### config.mk
export PLATFORM = sky130hd
export DESIGN_NAME = ddrcmd_tracker
export DESIGN_NICKNAME = d
export VERILOG_FILES = /design/src/rtl/ddrcmd_pkg.sv /design/src/rtl/ddrcmd_decode.sv /design/src/rtl/ddrcmd_bank_table.sv /design/src/rtl/ddrcmd_guard.sv /design/src/rtl/ddrcmd_tracker.sv
export SDC_FILE = /design/constraint.sdc
export NUM_CORES = 1
export LEC_CHECK = 0
export BUFFER_PORTS_ARGS = -buffer_cell sky130_fd_sc_hd__buf_2
export CAP_MARGIN = 20
export CORE_MARGIN = 1
export CORE_UTILIZATION = 44
export CTS_BUF_LIST = sky130_fd_sc_hd__clkbuf_4 sky130_fd_sc_hd__clkbuf_8
export DETAILED_ROUTE_END_ITERATION = 8
export GPL_ROUTABILITY_DRIVEN = 0
export PLACE_DENSITY = 0.67
export SLEW_MARGIN = 20
export SYNTH_ARGS = -nofsm -noshare
export SYNTH_HDL_FRONTEND = slang
export SYNTH_SLANG_ARGS = --single-unit
export TNS_END_PERCENT = 10
### constraint.sdc
create_clock -name clk -period 4.1 [get_ports clk]
set_clock_uncertainty 0.15 [all_clocks]
set_input_delay 0.615 -clock clk [delete_from_list [all_inputs] [get_ports clk]]
set_output_delay 0.615 -clock clk [all_outputs]
set_load 0.02 [all_outputs]
### src/rtl/ddrcmd_pkg.sv
`timescale 1ns/1ps
package ddrcmd_pkg;

    typedef enum logic [3:0] {
        CMD_DESEL    = 4'd0,
        CMD_NOP      = 4'd1,
        CMD_MRS      = 4'd2,
        CMD_AREF     = 4'd3,
        CMD_SREF_IN  = 4'd4,
        CMD_SREF_OUT = 4'd5,
        CMD_ACT      = 4'd6,
        CMD_RD       = 4'd7,
        CMD_WR       = 4'd8,
        CMD_BST      = 4'd9,
        CMD_PRE      = 4'd10,
        CMD_PREA     = 4'd11
    } cmd_e;

    // {ras_n, cas_n, we_n} patterns with chip select low
    localparam logic [2:0] PIN_MRS = 3'b000;
    localparam logic [2:0] PIN_REF = 3'b001;
    localparam logic [2:0] PIN_PRE = 3'b010;
    localparam logic [2:0] PIN_ACT = 3'b011;
    localparam logic [2:0] PIN_WR  = 3'b100;
    localparam logic [2:0] PIN_RD  = 3'b101;
    localparam logic [2:0] PIN_BST = 3'b110;

    function automatic logic is_quiet(input cmd_e c);
        return (c == CMD_DESEL) || (c == CMD_NOP);
    endfunction

    function automatic logic is_column(input cmd_e c);
        return (c == CMD_RD) || (c == CMD_WR);
    endfunction

endpackage

### src/rtl/ddrcmd_decode.sv
`timescale 1ns/1ps
module ddrcmd_decode
    import ddrcmd_pkg::*;
(
    input  logic cs_n,
    input  logic ras_n,
    input  logic cas_n,
    input  logic we_n,
    input  logic cke_prev,
    input  logic cke_now,
    input  logic ap_bit,
    output cmd_e cmd
);

    always_comb begin
        cmd = CMD_NOP;
        if (!cke_prev) begin
            // clock was gated: only a rising enable means anything
            cmd = cke_now ? CMD_SREF_OUT : CMD_NOP;
        end else if (cs_n) begin
            cmd = CMD_DESEL;
        end else begin
            case ({ras_n, cas_n, we_n})
                PIN_MRS: cmd = CMD_MRS;
                PIN_REF: cmd = cke_now ? CMD_AREF : CMD_SREF_IN;
                PIN_ACT: cmd = CMD_ACT;
                PIN_RD:  cmd = CMD_RD;
                PIN_WR:  cmd = CMD_WR;
                PIN_BST: cmd = CMD_BST;
                PIN_PRE: cmd = ap_bit ? CMD_PREA : CMD_PRE;
                default: cmd = CMD_NOP;
            endcase
        end
    end

endmodule

### src/rtl/ddrcmd_bank_table.sv
`timescale 1ns/1ps
module ddrcmd_bank_table #(
    parameter int BANKS = 4,
    parameter int ROW_W = 12
) (
    input  logic                         clk,
    input  logic                         rst_n,
    input  logic                         open_en,
    input  logic [$clog2(BANKS)-1:0]     open_bank,
    input  logic [ROW_W-1:0]             open_row,
    input  logic                         shut_en,
    input  logic [$clog2(BANKS)-1:0]     shut_bank,
    input  logic                         shut_all,
    input  logic                         drain_en,
    input  logic [$clog2(BANKS)-1:0]     drain_bank,
    output logic [BANKS-1:0]             open_vec,
    output logic [BANKS*ROW_W-1:0]       row_flat
);

    localparam int BANK_W = $clog2(BANKS);

    for (genvar g = 0; g < BANKS; g++) begin : g_slot
        typedef struct packed {
            logic             open;
            logic [ROW_W-1:0] row;
        } slot_t;

        slot_t slot_d, slot_q;
        logic  hit_shut, hit_open;

        always_comb begin
            slot_d   = slot_q;
            hit_shut = shut_all
                     || (shut_en  && (shut_bank  == BANK_W'(g)))
                     || (drain_en && (drain_bank == BANK_W'(g)));
            hit_open = open_en && (open_bank == BANK_W'(g));
            if (hit_shut) begin
                slot_d.open = 1'b0;
            end
            if (hit_open) begin
                slot_d.open = 1'b1;
                slot_d.row  = open_row;
            end
        end

        always_ff @(posedge clk or negedge rst_n) begin
            if (!rst_n) begin
                slot_q <= '0;
            end else begin
                slot_q <= slot_d;
            end
        end

        assign open_vec[g]                  = slot_q.open;
        assign row_flat[g*ROW_W +: ROW_W]   = slot_q.row;
    end

endmodule

### src/rtl/ddrcmd_guard.sv
`timescale 1ns/1ps
module ddrcmd_guard #(
    parameter int BURST_CYCLES = 2,
    parameter int MRS_GAP      = 2,
    parameter int BANK_W       = 2
) (
    input  logic              clk,
    input  logic              rst_n,
    input  logic              mrs_start,
    input  logic              ap_start,
    input  logic [BANK_W-1:0] ap_bank_in,
    input  logic              ap_cancel,
    output logic              mrs_busy,
    output logic              ap_busy,
    output logic              ap_done,
    output logic [BANK_W-1:0] ap_bank
);

    localparam int HOLD_W  = $clog2(MRS_GAP + 1);
    localparam int BURST_W = $clog2(BURST_CYCLES + 1);

    typedef struct packed {
        logic [HOLD_W-1:0]  hold;
        logic [BURST_W-1:0] burst;
        logic [BANK_W-1:0]  bank;
    } guard_t;

    guard_t g_d, g_q;

    always_comb begin
        g_d = g_q;
        if (g_q.hold != '0) begin
            g_d.hold = g_q.hold - HOLD_W'(1);
        end
        if (mrs_start) begin
            g_d.hold = HOLD_W'(MRS_GAP);
        end
        if (g_q.burst != '0) begin
            g_d.burst = g_q.burst - BURST_W'(1);
        end
        if (ap_cancel) begin
            g_d.burst = '0;
        end
        if (ap_start) begin
            g_d.burst = BURST_W'(BURST_CYCLES);
            g_d.bank  = ap_bank_in;
        end
    end

    always_ff @(posedge clk or negedge rst_n) begin
        if (!rst_n) begin
            g_q <= '0;
        end else begin
            g_q <= g_d;
        end
    end

    assign mrs_busy = (g_q.hold != '0);
    assign ap_busy  = (g_q.burst != '0);
    assign ap_done  = (g_q.burst == BURST_W'(1));
    assign ap_bank  = g_q.bank;

endmodule

### src/rtl/ddrcmd_tracker.sv
`timescale 1ns/1ps
module ddrcmd_tracker
    import ddrcmd_pkg::*;
#(
    parameter int ROW_W        = 12,
    parameter int COL_W        = 10,
    parameter int BA_W         = 2,
    parameter int AP_BIT       = 10,
    parameter int BURST_CYCLES = 2,
    parameter int MRS_GAP      = 2
) (
    input  logic              clk,
    input  logic              rst_n,
    input  logic              cs_n,
    input  logic              ras_n,
    input  logic              cas_n,
    input  logic              we_n,
    input  logic              cke,
    input  logic [BA_W-1:0]   ba,
    input  logic [ROW_W-1:0]  addr,
    output logic [3:0]        cmd_o,
    output logic [BA_W-1:0]   bank_o,
    output logic [ROW_W-1:0]  addr_o,
    output logic [ROW_W-1:0]  row_o,
    output logic              ap_o,
    output logic              err_o
);

    localparam int BANKS = 1 << BA_W;

    typedef struct packed {
        logic             cke_prev;
        logic [3:0]       cmd;
        logic [BA_W-1:0]  bank;
        logic [ROW_W-1:0] addr;
        logic [ROW_W-1:0] row;
        logic             ap;
        logic             err;
    } out_t;

    out_t st_d, st_q;

    cmd_e                   cmd;
    logic [BA_W-1:0]        tgt;
    logic [BANKS-1:0]       open_vec;
    logic [BANKS*ROW_W-1:0] row_flat;
    logic                   tgt_open;
    logic [ROW_W-1:0]       tgt_row;
    logic                   err;
    logic                   ap_req;
    logic                   open_en, shut_en, shut_all;
    logic                   mrs_start, ap_start, ap_cancel;
    logic                   mrs_busy, ap_busy, ap_done;
    logic [BA_W-1:0]        ap_bank;
    logic                   cke_prev_q;

    // bank index is the bank-select bus with its bits in reverse order
    for (genvar i = 0; i < BA_W; i++) begin : g_bank_map
        assign tgt[i] = ba[BA_W-1-i];
    end

    ddrcmd_decode u_decode (
        .cs_n     (cs_n),
        .ras_n    (ras_n),
        .cas_n    (cas_n),
        .we_n     (we_n),
        .cke_prev (st_q.cke_prev),
        .cke_now  (cke),
        .ap_bit   (addr[AP_BIT]),
        .cmd      (cmd)
    );

    ddrcmd_bank_table #(
        .BANKS (BANKS),
        .ROW_W (ROW_W)
    ) u_banks (
        .clk        (clk),
        .rst_n      (rst_n),
        .open_en    (open_en),
        .open_bank  (tgt),
        .open_row   (addr),
        .shut_en    (shut_en),
        .shut_bank  (tgt),
        .shut_all   (shut_all),
        .drain_en   (ap_done),
        .drain_bank (ap_bank),
        .open_vec   (open_vec),
        .row_flat   (row_flat)
    );

    ddrcmd_guard #(
        .BURST_CYCLES (BURST_CYCLES),
        .MRS_GAP      (MRS_GAP),
        .BANK_W       (BA_W)
    ) u_guard (
        .clk        (clk),
        .rst_n      (rst_n),
        .mrs_start  (mrs_start),
        .ap_start   (ap_start),
        .ap_bank_in (tgt),
        .ap_cancel  (ap_cancel),
        .mrs_busy   (mrs_busy),
        .ap_busy    (ap_busy),
        .ap_done    (ap_done),
        .ap_bank    (ap_bank)
    );

    assign tgt_open = open_vec[tgt];
    assign tgt_row  = row_flat[tgt*ROW_W +: ROW_W];
    assign ap_req   = addr[AP_BIT];

    // legality of the command against the current state
    always_comb begin
        err = 1'b0;
        if (mrs_busy && !is_quiet(cmd)) begin
            err = 1'b1;
        end
        case (cmd)
            CMD_MRS, CMD_AREF, CMD_SREF_IN: if (|open_vec) err = 1'b1;
            CMD_ACT:                        if (tgt_open)  err = 1'b1;
            CMD_RD, CMD_WR:                 if (!tgt_open || ap_busy) err = 1'b1;
            CMD_BST:                        if (!tgt_open) err = 1'b1;
            default: ;
        endcase
    end

    // state actions taken only by accepted commands
    always_comb begin
        open_en   = !err && (cmd == CMD_ACT);
        shut_en   = !err && (cmd == CMD_PRE);
        shut_all  = !err && (cmd == CMD_PREA);
        mrs_start = !err && (cmd == CMD_MRS);
        ap_start  = !err && is_column(cmd) && ap_req;
        ap_cancel = ap_busy && (shut_all || (shut_en && (tgt == ap_bank)));
    end

    // registered output stage
    always_comb begin
        st_d          = st_q;
        st_d.cke_prev = cke;
        st_d.cmd      = cmd;
        st_d.err      = err;
        st_d.bank     = '0;
        st_d.addr     = '0;
        st_d.row      = '0;
        st_d.ap       = 1'b0;
        case (cmd)
            CMD_ACT: begin
                st_d.bank = tgt;
                st_d.addr = addr;
            end
            CMD_RD, CMD_WR: begin
                st_d.bank = tgt;
                st_d.addr = ROW_W'(addr[COL_W-1:0]);
                st_d.row  = tgt_open ? tgt_row : '0;
                st_d.ap   = ap_req;
            end
            CMD_BST: begin
                st_d.bank = tgt;
                st_d.row  = tgt_open ? tgt_row : '0;
            end
            CMD_PRE: begin
                st_d.bank = tgt;
            end
            CMD_MRS: begin
                st_d.addr = addr;
            end
            default: ;
        endcase
    end

    always_ff @(posedge clk or negedge rst_n) begin
        if (!rst_n) begin
            st_q          <= '0;
            st_q.cke_prev <= 1'b1;
        end else begin
            st_q <= st_d;
        end
    end

    assign cke_prev_q = st_q.cke_prev;
    assign cmd_o      = st_q.cmd;
    assign bank_o     = st_q.bank;
    assign addr_o     = st_q.addr;
    assign row_o      = st_q.row;
    assign ap_o       = st_q.ap;
    assign err_o      = st_q.err;

endmodule

==> flow_summary.yaml <==
layout:
  multi_input_area_mm2: 0.00185
  syn_to_final_growth_pct: 13.2
  layout-drive-gt1-share_pct: 42.1
  regArea_mm2: 0.00228
  fin_area_mm2: 0.00483
  fillers: 776
  final_net_count: 369
  final_util_pct: 51.8
logic_synthesis:
  async_flop_share_pct: 100
  netlist_instances: 296
  synthTopCellsByCount: "90 x dfrtp_1, 36 x mux2_4, 14 x and3_1, 13 x mux4_2"
  synth-main-ff-cell: "dfrtp_1"
  synth_area_leader_cell: "dfrtp_1"
  avgSynthCellArea_um2: 14.4
  synth_top_area_share_pct: 52.8
  synth_area_mm2: 0.00427
  ys_warn_count: 0
  synth_edf_count: 0
  yosysSeqAreaShare_pct: 53.4
  netlist_top_cells_area: "dfrtp_1 53%, mux2_4 13%, mux4_2 6.9%"
  synth_nets: 320
  yosysMostFrequentCell: "dfrtp_1"
  synthDistinctLibCells: 52
  synth-seq-cells: 91
timing:
  tns_ns: 0
  finalSetupViolCount: 0
  drv_slew: 0
  layout_setup_ws_ns: 1.29
  hold_slack_ns: 0.173
  fin_crit_ns: 2.81
  max_freq_ghz: 0.356
  maxSlewHeadroom_pct: 37.0
  period_share_pct: 68.5
  final-hold-violation-count: 0
  worst_pin_slew_ns: 0.945
  rsz0062_at_grt: "false"
floorplan:
  row_count: 35
  start_util_pct: 45.8
  fp.dieH_um: 100
  coreArea_mm2: 0.00933
  die_w_um: 100
  ios: 53
  die-area_mm2: 0.0101
pwr:
  p_leak_uw: 0.00248
  p_per_area_mw_per_mm2: 484
  max-vdd-ir-drop_mv: 0.223
hold_path:
  hold_class: "primary input to asynchronous set/reset pin"
routing:
  vias: 2498
  drt_first_pass_iters: 4
  drc: 0
  first_iter_violations: 84
  wl_mm: 8.02
  wl_per_cell_um: 16.8
  detail-route-antenna-nets: 0
  via_per_inst: 5.22
cts:
  post-cts-setup-buffers: 0
  cts_tree: "built"
  ctsResizeCount: 0
  clkTransAtPathRegs_ns: 0.09
  clock-sinks: 91
  cts_buffer_depth: 2
  htreeDepth: 3
  cts-root-buf: "clkbuf_8"
  cts_hold_buf: 0
  clk_latency_ns: 0.35
  cts_buffers: 9
place:
  pre_cts_slack_ns: 0.885
  io_buffers: 52
  placed_area_mm2: 0.00460
  dp_hpwl_mm: 5.14
setup_path:
  start_kind: "primary input"
  critPathRequiredTime_ns: 4.19
  cp.arrival_ns: 2.90
  endpoint_kind: "register"
  path_max_fanout: 20
  critPathKind: "primary input to register"
grt:
  grt_pass1_wl_mm: 13.5
  grt.total_usage_pct: 17.7
  gr-total-overflow: 0
  grt_pass1_vias: 2566
  antenna_found_initial: 0
  grt_max_degree: 92
outcome:
  status: "finished, final reports clean"
flow_run:
  maxCapViolCount: 0
-- cell usage in the layout (no fill, tap or decap), drive strengths merged, types with 2 or more instances in the layout --
cell	instances
a31oi	6
a21oi	6
nand2b	6
nand3b	2
o21ai	4
and3	14
ha	3
o31ai	2
buf	53
bufinv	2
clkbuf	10
nor2	9
and2	13
o221ai	4
nand3	2
mux4	13
nor2b	2
nand2	12
nor4	5
nor3	6
mux2	49
or3b	2
xor2	2
dfrtp	90
nand4b	4
xnor2	2
inv	12
-- critical path, cell delays in order --
cell      delay [ns]
buf_2           0.49
mux4_2          0.77
nand3_4         0.22
nand4b_4        0.36
mux2_4          0.42
-- path summary, 6_finish.rpt --
check / start / end / slack (ns) / depth (start not counted)
max: ba[1] / u_banks.row_flat[39] / 1.29 / 5
min: rst_n / u_banks.row_flat[17] / 0.17 / 1
max reg2reg: cke_prev_q / u_banks.row_flat[47] / 1.38 / 4
min reg2reg: u_banks.row_flat[24] / u_banks.row_flat[24] / 0.36 / 1
max in group asynchronous: rst_n / u_guard.g_q[2] / 3.10 / 1
min in group clk: cke / cke_prev_q / 0.25 / 1
-- layer usage --
metal / wire length [µm] / up-vias / GRT usage, %
met4: 127 / 0 / 6.80
met2: 3880 / 60 / 27.4
met3: 294 / 10 / 3.47
li1: - / 1169 / -
met1: 3720 / 1259 / 24.8
met5: 0 / - / 0
-- cell families after synthesis --
group	share of synthesized area, %
fa+ha+maj	0.880
flops	53.4
buf+inv	3.17
xor+xnor	0.821
compound gates	4.72
mux	23.2
simple gates	13.8
-- through the flow --
step | instances | power [µW]
3_3_place_gp | 463 | 1660
5_1_grt | 478 | 2470
4_1_cts | 478 | 2360
2_1_floorplan | 296 | 1550
3_5_place_dp | 463 | 1680
6_report | 479 | 2340
-- state kept, by name, summed over array words and instances (netlist names) --
name,cells
u_guard.g_q,4
cke_prev_q,1
addr_o,12
cmd_o,4
row_o,12
err_o,1
u_banks.row_flat,48
u_guard.ap_bank,2
u_banks.open_vec,4
ap_o,1
bank_o,2
-- cell type report --
cell class / count / area share, %
sequential: 91 / 47.2
multi-input combinational: 180 / 38.4
timing repair buffer: 53 / 5.67
tap: 129 / 3.34
clock buffer: 10 / 2.85
clock inverter: 5 / 1.76
inverter: 10 / 0.777
antenna: 1 / 0.0518
-- power breakdown --
group	leakage, µW	internal, µW	total, µW	switching [µW]
logic	0.00116	287	525	238
clock network	0.000109	361	670	310
registers	0.00121	1050	1140	90.0
(Power assumes the default switching activity.)
